File: src/rtl/arr_divider_pkg.sv
package arr_divider_pkg;

  // Result of one divider cell: the selected bit and the borrow it hands upward.
  typedef struct packed {
    logic bit_o;
    logic borrow;
  } cell_res_t;

  // One-bit subtract: minuend x, subtrahend y, incoming borrow b.
  function automatic cell_res_t sub_bit(input logic x, input logic y, input logic b);
    cell_res_t r;
    r.bit_o  = x ^ y ^ b;
    r.borrow = (~x & y) | (~(x ^ y) & b);
    return r;
  endfunction

endpackage

File: src/rtl/arr_divider_cell.sv
module arr_divider_cell
  import arr_divider_pkg::*;
(
  input  logic min_i,
  input  logic sub_i,
  input  logic bin_i,
  input  logic keep_i,
  output logic out_o,
  output logic bout_o
);

  cell_res_t res;

  always_comb begin
    res    = sub_bit(min_i, sub_i, bin_i);
    // keep_i asserted: trial failed, pass the minuend bit (subtract zero)
    out_o  = keep_i ? min_i : res.bit_o;
    bout_o = res.borrow;
  end

endmodule

File: src/rtl/arr_divider_row.sv
module arr_divider_row #(
  parameter int N = 8
) (
  input  logic [N:0] minuend_i,
  input  logic [N-1:0] divisor_i,
  output logic [N:0] result_o,
  output logic qbit_o
);

  localparam int W = N + 1;

  logic [W-1:0] subtrahend;
  logic [W:0]   borrow_chain;
  logic         keep;

  assign subtrahend      = {1'b0, divisor_i};
  assign borrow_chain[0] = 1'b0;
  // Borrow out of the top cell means the trial difference went negative.
  assign keep            = borrow_chain[W];
  assign qbit_o          = ~keep;

  for (genvar c = 0; c < W; c++) begin : g_cell
    arr_divider_cell u_cell (
      .min_i  (minuend_i[c]),
      .sub_i  (subtrahend[c]),
      .bin_i  (borrow_chain[c]),
      .keep_i (keep),
      .out_o  (result_o[c]),
      .bout_o (borrow_chain[c+1])
    );
  end

endmodule

File: src/rtl/arr_divider.sv
module arr_divider #(
  parameter int N = 8
) (
  input  logic [N-1:0] dividend_i,
  input  logic [N-1:0] divisor_i,
  output logic [N-1:0] quot_o,
  output logic [N-1:0] rem_o
);

  localparam int W = N + 1;

  // part[k] is the partial remainder entering row k; part[N] is the final one.
  logic [N-1:0] part [N+1];
  logic [W-1:0] row_out [N];

  assign part[0] = '0;

  for (genvar k = 0; k < N; k++) begin : g_row
    logic [W-1:0] minuend;
    // Shift in the next dividend bit, most significant first.
    assign minuend = {part[k], dividend_i[N-1-k]};

    arr_divider_row #(.N(N)) u_row (
      .minuend_i (minuend),
      .divisor_i (divisor_i),
      .result_o  (row_out[k]),
      .qbit_o    (quot_o[N-1-k])
    );

    // A kept or successful result always fits in N bits.
    assign part[k+1] = row_out[k][N-1:0];
  end

  assign rem_o = part[N];

endmodule

File: config.mk
export PLATFORM = sky130hd
export DESIGN_NAME = arr_divider
export DESIGN_NICKNAME = d
export VERILOG_FILES = /design/src/rtl/arr_divider_pkg.sv /design/src/rtl/arr_divider_cell.sv /design/src/rtl/arr_divider_row.sv /design/src/rtl/arr_divider.sv
export SDC_FILE = /design/constraint.sdc
export NUM_CORES = 1
export LEC_CHECK = 0
export BUFFER_PORTS_ARGS = -buffer_cell sky130_fd_sc_hd__buf_2
export CORE_MARGIN = 2
export CORE_UTILIZATION = 55
export DETAILED_ROUTE_END_ITERATION = 6
export PLACE_DENSITY = 0.75
export SLEW_MARGIN = 20
export SYNTH_ARGS = -nofsm -noshare
export SYNTH_HDL_FRONTEND = slang
export SYNTH_HIERARCHICAL = 1
export SYNTH_SLANG_ARGS = --single-unit
File: constraint.sdc
create_clock -name vclk -period 103.8
set_clock_uncertainty 0.15 [all_clocks]
set_input_delay 20.76 -clock vclk [all_inputs]
set_output_delay 20.76 -clock vclk [all_outputs]
set_load 0.005 [all_outputs]
==> summary.md, run 1 <==
| Metric | Value |
|---|---|
| DRC viols | 0 |
| Hold endpoint | rem_o[0] |
| HP Class | primary input to output pin |
| Die area | 0.00513 mm² |
| Max-slew violations | 0 |
| Initial Util | 57.4% |
| Final period utilization | 69.8% |
| Via Count | 1792 |
| Final Hold Fails | 0 |
| WL/cell | 10.5 µm |
| RSZ-0062 raised after global routing | no |
| CLK BUF | 0 |
| ANT nets after route | 0 |
| Worst Path Max Fanout | 17 |
| GRT overflow | 0 |
| Fmax | 0.0138 GHz |
| Die width | 71.6 µm |
| Per-instance average area after synthesis | 8.79 µm² |
| Max-cap viol count | 0 |
| Share of cells above drive strength 1 | 12.6% |
| N_diodes | 0 |
| Largest net degree at the start of global routing | 18 |
| Crit. End Element | output pin |
| Setup Fix Bufs, Post-CTS | 0 |
| DIE HEIGHT | 71.6 µm |
| IO Port Bufs | 32 |
| Uppermost layer routed | met3 |
| Layout area overhead | 12.2% |
| I/O Pins | 32 |
| Drt first-iter violations | 36 |
| Sequential cell area | 0 µm² |
| Total Wirelength | 4.13 mm |
| Core region area | 0.00438 mm² |
| CP required | 82890 ps |
| # nets final | 430 |
| Critical path's largest stage delay | 630 ps |
| DR pass1 iterations | 4 |
| Setup TNS | 0 ps |
| Hold path cells | 4 |
| Max_slew headroom | 60.8% |
| Vias per std cell | 4.57 |
| Synthesized instance count | 286 |
| Detailed Place HPWL | 3.80 mm |
| Initial antenna violation count | 0 |
| GRT Overall Usage | 19.4% |
| Vias in the first global route | 1964 |
| Crit-path slowest cell | fa_1 |
| Seq_cells | 0 |
| Startpoint types | primary input |
| Rows | 24 |
| Status | finished clean |
| Hold-fix buffers, CTS | 0 |
| First-pass GRT wire length | 8.34 mm |
| Syn. warnings | 6 |
| Critical setup path kind | primary input to output pin |
| Most common cell on crit path | fa_1 |
| Placer Congestion | 0.754 |
| Final setup fails | 0 |
| HP Start | dividend_i[0] |
| M1 WL | 1.83 mm |
| Tmin final | 72430 ps |
| CP arrival | 51520 ps |
| Most frequent cells in the layout | inv_1, fa_1, nand2_1, o21ai_1, buf_2 |
| Post-CTS Resized | 0 |
| Least-Margin Pin Slew | 587 ps |
| Met3 wire len | 69 µm |
| Metal2 WL | 2.23 mm |
| Post-synth design cell area | 0.00251 mm² |
| Commonest non-fill, non-tap cell in the layout | inv_1 |
[metrics by stage]
| step | hold WS, ps | setup WS [ps] | cell area (µm²) | util (%) | cells |
|---|---|---|---|---|---|
| global placement | 41740 | 31860 | 2820 | 64.4 | 392 |
| global route | 41760 | 29630 | 2820 | 64.4 | 392 |
| floorplan | 41530 | 33360 | 2600 | - | 308 |
| detailed placement | 41740 | 31100 | 2820 | 64.4 | 392 |
| finish | 41740 | 31370 | 2820 | 64.4 | 392 |
| CTS | 41750 | 31090 | 2820 | 64.4 | 392 |
[worst max-delay path: cells and delay by family]
kind,cells,cell delay (ps)
adder cells (fa/ha/maj),65,26430
AO/OA/AOI/OAI,4,1010
multiplexers,4,1000
buffers and inverters,29,2280
[layer usage]
layer / GRT usage, % / vias up
met2: 34.2 / 18
met1: 29.1 / 884
met3: 0.141 / 0
met5: 0 / -
li1: - / 890
met4: 0.629 / 0
[worst max path at each step]
stage	endpoint	slack, ps	cells past startpoint	startpoint
2_1_floorplan	rem_o[0]	33360	100	divisor_i[0]
3_3_place_gp	rem_o[2]	31860	102	divisor_i[0]
3_5_place_dp	rem_o[5]	31100	102	divisor_i[0]
4_1_cts	rem_o[7]	31090	102	divisor_i[0]
5_1_grt	rem_o[6]	29630	102	divisor_i[0]
6_report	rem_o[5]	31370	102	divisor_i[0]
[cell type report]
| cell class | count | area, µm² |
|---|---|---|
| Inverter | 104 | 390 |
| Multi-Input combinational cell | 204 | 2210 |
| Timing Repair Buffer | 32 | 160 |
| Fill cell | 404 | 1560 |
| Tap cell | 52 | 65.1 |
Power of run 1 is left out: the tool's default activity adds up to more than one toggle a clock period on the data nets, which glitch-free logic cannot reach.
==> run 2, diff against run 1 <==
--- a/config.mk
+++ b/config.mk
@@ -5,6 +5,7 @@
 export SDC_FILE = /design/constraint.sdc
 export NUM_CORES = 1
 export LEC_CHECK = 0
+export ABC_AREA = 1
 export BUFFER_PORTS_ARGS = -buffer_cell sky130_fd_sc_hd__buf_2
 export CORE_MARGIN = 2
 export CORE_UTILIZATION = 55
==> constraint.sdc (replaced) <==
create_clock -name vclk -period 71.4
set_clock_uncertainty 0.15 [all_clocks]
set_input_delay 14.28 -clock vclk [all_inputs]
set_output_delay 14.28 -clock vclk [all_outputs]
set_load 0.005 [all_outputs]
==> run 2 against run 1 <==
- count of clock-buffer cells in the layout unchanged
- synthesized area shrank 0.80%
- die area decreased by 0.75%
- final area shrank 0.71%
- global-route usage shrank 0.39 points
- flip-flop and latch count unchanged
- hold slack worse by 13000 ps
- final cell count up 13%
- highest routed layer is now met4
==> summary.md, run 2 <==
| Metric | Value |
|---|---|
| Seq_cells | 0 |
| HP Class | primary input to output pin |
| Fmax | 0.0169 GHz |
| Commonest non-fill, non-tap cell in the layout | inv_1 |
| WL/cell | 9.03 µm |
| # nets final | 479 |
| Total Wirelength | 3.98 mm |
| Detailed Place HPWL | 3.74 mm |
| Per-instance average area after synthesis | 7.45 µm² |
| Via Count | 1947 |
| Core region area | 0.00435 mm² |
| DR pass1 iterations | 4 |
| Tmin final | 59350 ps |
| Startpoint types | primary input |
| Initial antenna violation count | 0 |
| Setup TNS | 0 ps |
| Vias per std cell | 4.41 |
| Critical setup path kind | primary input to output pin |
| Most common cell on crit path | fa_1 |
| Drt first-iter violations | 60 |
| Layout area overhead | 12.3% |
| Initial Util | 57.3% |
| Largest net degree at the start of global routing | 18 |
| Final setup fails | 0 |
| DRC viols | 0 |
| Die width | 71.4 µm |
| CP required | 56970 ps |
| Worst Path Max Fanout | 17 |
| Crit-path slowest cell | fa_1 |
| Status | finished clean |
| Syn. warnings | 6 |
| Share of cells above drive strength 1 | 8.23% |
| Post-synth design cell area | 0.00249 mm² |
| DIE HEIGHT | 71.4 µm |
| Max-slew violations | 0 |
| Final period utilization | 83.1% |
| Setup Fix Bufs, Post-CTS | 0 |
| Post-CTS Resized | 0 |
| Crit. End Element | output pin |
| Hold-fix buffers, CTS | 0 |
| Critical path's largest stage delay | 630 ps |
| Max_slew headroom | 60.3% |
| Synthesized instance count | 335 |
| Sequential cell area | 0 µm² |
| Rows | 24 |
| Die area | 0.00509 mm² |
| Filler cells | 418 |
| GRT overflow | 0 |
| I/O Pins | 32 |
| RSZ-0062 raised after global routing | no |
| First-pass GRT wire length | 8.27 mm |
| GRT Overall Usage | 19.0% |
| Least-Margin Pin Slew | 594 ps |
| Max-cap viol count | 0 |
| CLK BUF | 0 |
| ANT nets after route | 0 |
| CP arrival | 44920 ps |
| N_diodes | 0 |
| Final Hold Fails | 0 |
| Vias in the first global route | 2128 |
| Placer Congestion | 0.758 |
| IO Port Bufs | 32 |
| Most frequent cells in the layout | inv_1, nand2_1, fa_1 |
[run 2: path summary, 6_finish.rpt]
check | startpoint | endpoint | slack, ps | depth (start not counted)
worst min-delay path | dividend_i[0] | rem_o[0] | 28700 | 4
worst max-delay path | divisor_i[0] | rem_o[7] | 12050 | 106
[run 2: layout make-up]
class	instances	area, µm²	area share, %
Inverter	115	432	15.4
Tap cell	52	65.1	2.32
Multi-Input combinational cell	242	2150	76.6
Timing Repair Buffer	32	160	5.71
[run 2: layer usage]
| metal | vias to the layer above | global-route usage [%] | part of all wire [%] |
|---|---|---|---|
| met3 | 2 | 0.703 | 2.3 |
| met5 | - | 0 | 0 |
| met4 | 0 | 0.839 | 0.30 |
| met2 | 19 | 36.9 | 53 |
| met1 | 912 | 24.7 | 44 |
| li1 | 1014 | - | - |
[run 2: stage by stage]
| step | hold slack, ps | utilization, % | instance area, µm² | std cells | worst slack [ps] |
|---|---|---|---|---|---|
| floorplan | 28500 | - | 2580 | 357 | 14000 |
| global placement | 28700 | 64.4 | 2800 | 441 | 12410 |
| detailed placement | 28700 | 64.4 | 2800 | 441 | 11870 |
| CTS | 28710 | 64.4 | 2800 | 441 | 11780 |
| global route | 28750 | 64.4 | 2800 | 441 | 10170 |
| finish | 28700 | 64.4 | 2800 | 441 | 12050 |
[run 2: critical path, delay by kind of cell]
family / cells / cell delay, ps
simple gates: 5 / 490
buf+inv: 30 / 2370
fa+ha+maj: 65 / 26340
compound gates: 6 / 1400
Power of run 2 is left out for the same reason.
==> run 3, diff against run 2 <==
--- a/config.mk
+++ b/config.mk
@@ -10,7 +10,7 @@
 export CORE_MARGIN = 2
 export CORE_UTILIZATION = 55
 export DETAILED_ROUTE_END_ITERATION = 6
-export PLACE_DENSITY = 0.75
+export PLACE_DENSITY = 0.78
 export SLEW_MARGIN = 20
 export SYNTH_ARGS = -nofsm -noshare
 export SYNTH_HDL_FRONTEND = slang
==> constraint.sdc (replaced) <==
create_clock -name vclk -period 52.4
set_clock_uncertainty 0.15 [all_clocks]
set_input_delay 10.48 -clock vclk [all_inputs]
set_output_delay 10.48 -clock vclk [all_outputs]
set_load 0.005 [all_outputs]
==> run 3 against run 2 <==
- flip-flop and latch count stayed put
- wire length rose by 2.0%
- count of clock-buffer cells in the layout did not move
- critical endpoint is now rem_o[1]
- global-route usage grew 1.1 points
- die area did not move
- first-iteration DRC count fell by 18%
- highest routed layer is now met3
==> summary.md, run 3 (same netlist as run 2, synthesis figures left out) <==
| Metric | Value |
|---|---|
| Status | finished clean |
| Die width | 71.4 µm |
| Final period utilization | 96.8% |
| Initial Util | 57.3% |
| Via Count | 1993 |
| Uppermost layer routed | met3 |
| Hold Slack | 21100 ps |
| GRT overflow | 0 |
| First-pass GRT wire length | 8.72 mm |
| RSZ-0062 raised after global routing | no |
| # nets final | 486 |
| Startpoint types | primary input |
| WL/cell | 9.06 µm |
| Vias per std cell | 4.45 |
| Total Wirelength | 4.06 mm |
| I/O Pins | 32 |
| Multi-input logic area | 0.00215 mm² |
| Die area | 0.00509 mm² |
| Vias in the first global route | 2171 |
| Met3 wire len | 95 µm |
| Critical setup path kind | primary input to output pin |
| Max-cap viol count | 0 |
| Worst Path Max Fanout | 17 |
| Core region area | 0.00435 mm² |
| DR pass1 iterations | 4 |
| Metal2 WL | 2.15 mm |
| Most common cell on crit path | fa_1 |
| Critical path's largest stage delay | 490 ps |
| Most frequent cells in the layout | inv_1, nand2_1, fa_1 |
| M1 WL | 1.82 mm |
| Seq_cells | 0 |
| Crit. End Element | output pin |
| Hold-fix buffers, CTS | 0 |
| Rows | 24 |
| Detailed Place HPWL | 3.80 mm |
| CP required | 41770 ps |
| Setup TNS | 0 ps |
| Fmax | 0.0197 GHz |
| Tmin final | 50720 ps |
| Crit-path slowest cell | fa_2 |
| Setup Fix Bufs, Post-CTS | 0 |
| Sequential cell area | 0 µm² |
| Commonest non-fill, non-tap cell in the layout | inv_1 |
| Drt first-iter violations | 49 |
| Share of cells above drive strength 1 | 10.1% |
| Final Hold Fails | 0 |
| DRC viols | 0 |
| Final setup fails | 0 |
| CLK BUF | 0 |
| DIE HEIGHT | 71.4 µm |
| Filler cells | 416 |
| GRT Overall Usage | 20.0% |
| IO Port Bufs | 32 |
| Placer Congestion | 0.739 |
| ANT nets after route | 0 |
| Initial antenna violation count | 0 |
| Max-slew violations | 0 |
| Layout area overhead | 14.5% |
| CP arrival | 40090 ps |
| Largest net degree at the start of global routing | 18 |
| HP Class | primary input to output pin |
| N_diodes | 0 |
run 3: cell count changes in the layout (fill, tap and decap cells not counted), sizes merged:
| cell | before | now |
|---|---|---|
| buf | 32 | 39 |
run 3: per-stage QoR:
stage	utilization, %	worst slack (ps)	cells	instance area, µm²
after floorplan	-	2600	357	2580
after global placement	65.6	1950	448	2860
after detailed placement	65.6	1260	448	2860
after CTS	65.6	1200	448	2860
after global routing	65.6	17.7	448	2860
final	65.6	1680	448	2860
run 3: final cells by class:
| type | instances | share of cell area [%] |
|---|---|---|
| multi-input combinational | 242 | 75.2 |
| inverter | 115 | 15.1 |
| timing repair buffer | 39 | 7.44 |
| tap | 52 | 2.28 |
run 3: worst max-delay path, delay by kind of cell:
| kind | cells | cell delay, ps |
|---|---|---|
| and+or+nand+nor | 5 | 410 |
| buffers and inverters | 37 | 3420 |
| adders and majority gates | 65 | 24760 |
| AOI/OAI and AO/OA | 6 | 990 |
run 3: final timing paths:
check / from / endpoint / slack (ps) / cells past startpoint
setup / recovery: divisor_i[0] / rem_o[1] / 1680 / 113
hold / removal: dividend_i[0] / rem_o[0] / 21100 / 4
run 3: metal layers:
metal	vias up	GRT usage, %
li1	1036	-
met4	0	0.839
met5	-	0
met2	20	36.8
met3	0	0.281
met1	937	28.5
run 3: what timing repair did:
| item | in CTS | in global routing |
|---|---|---|
| hold endpoints to repair | 0 | 0 |
| setup endpoints to repair | 0 | 9 |
| gates resized for setup | 0 | 1 |
Power of run 3 is left out for the same reason.
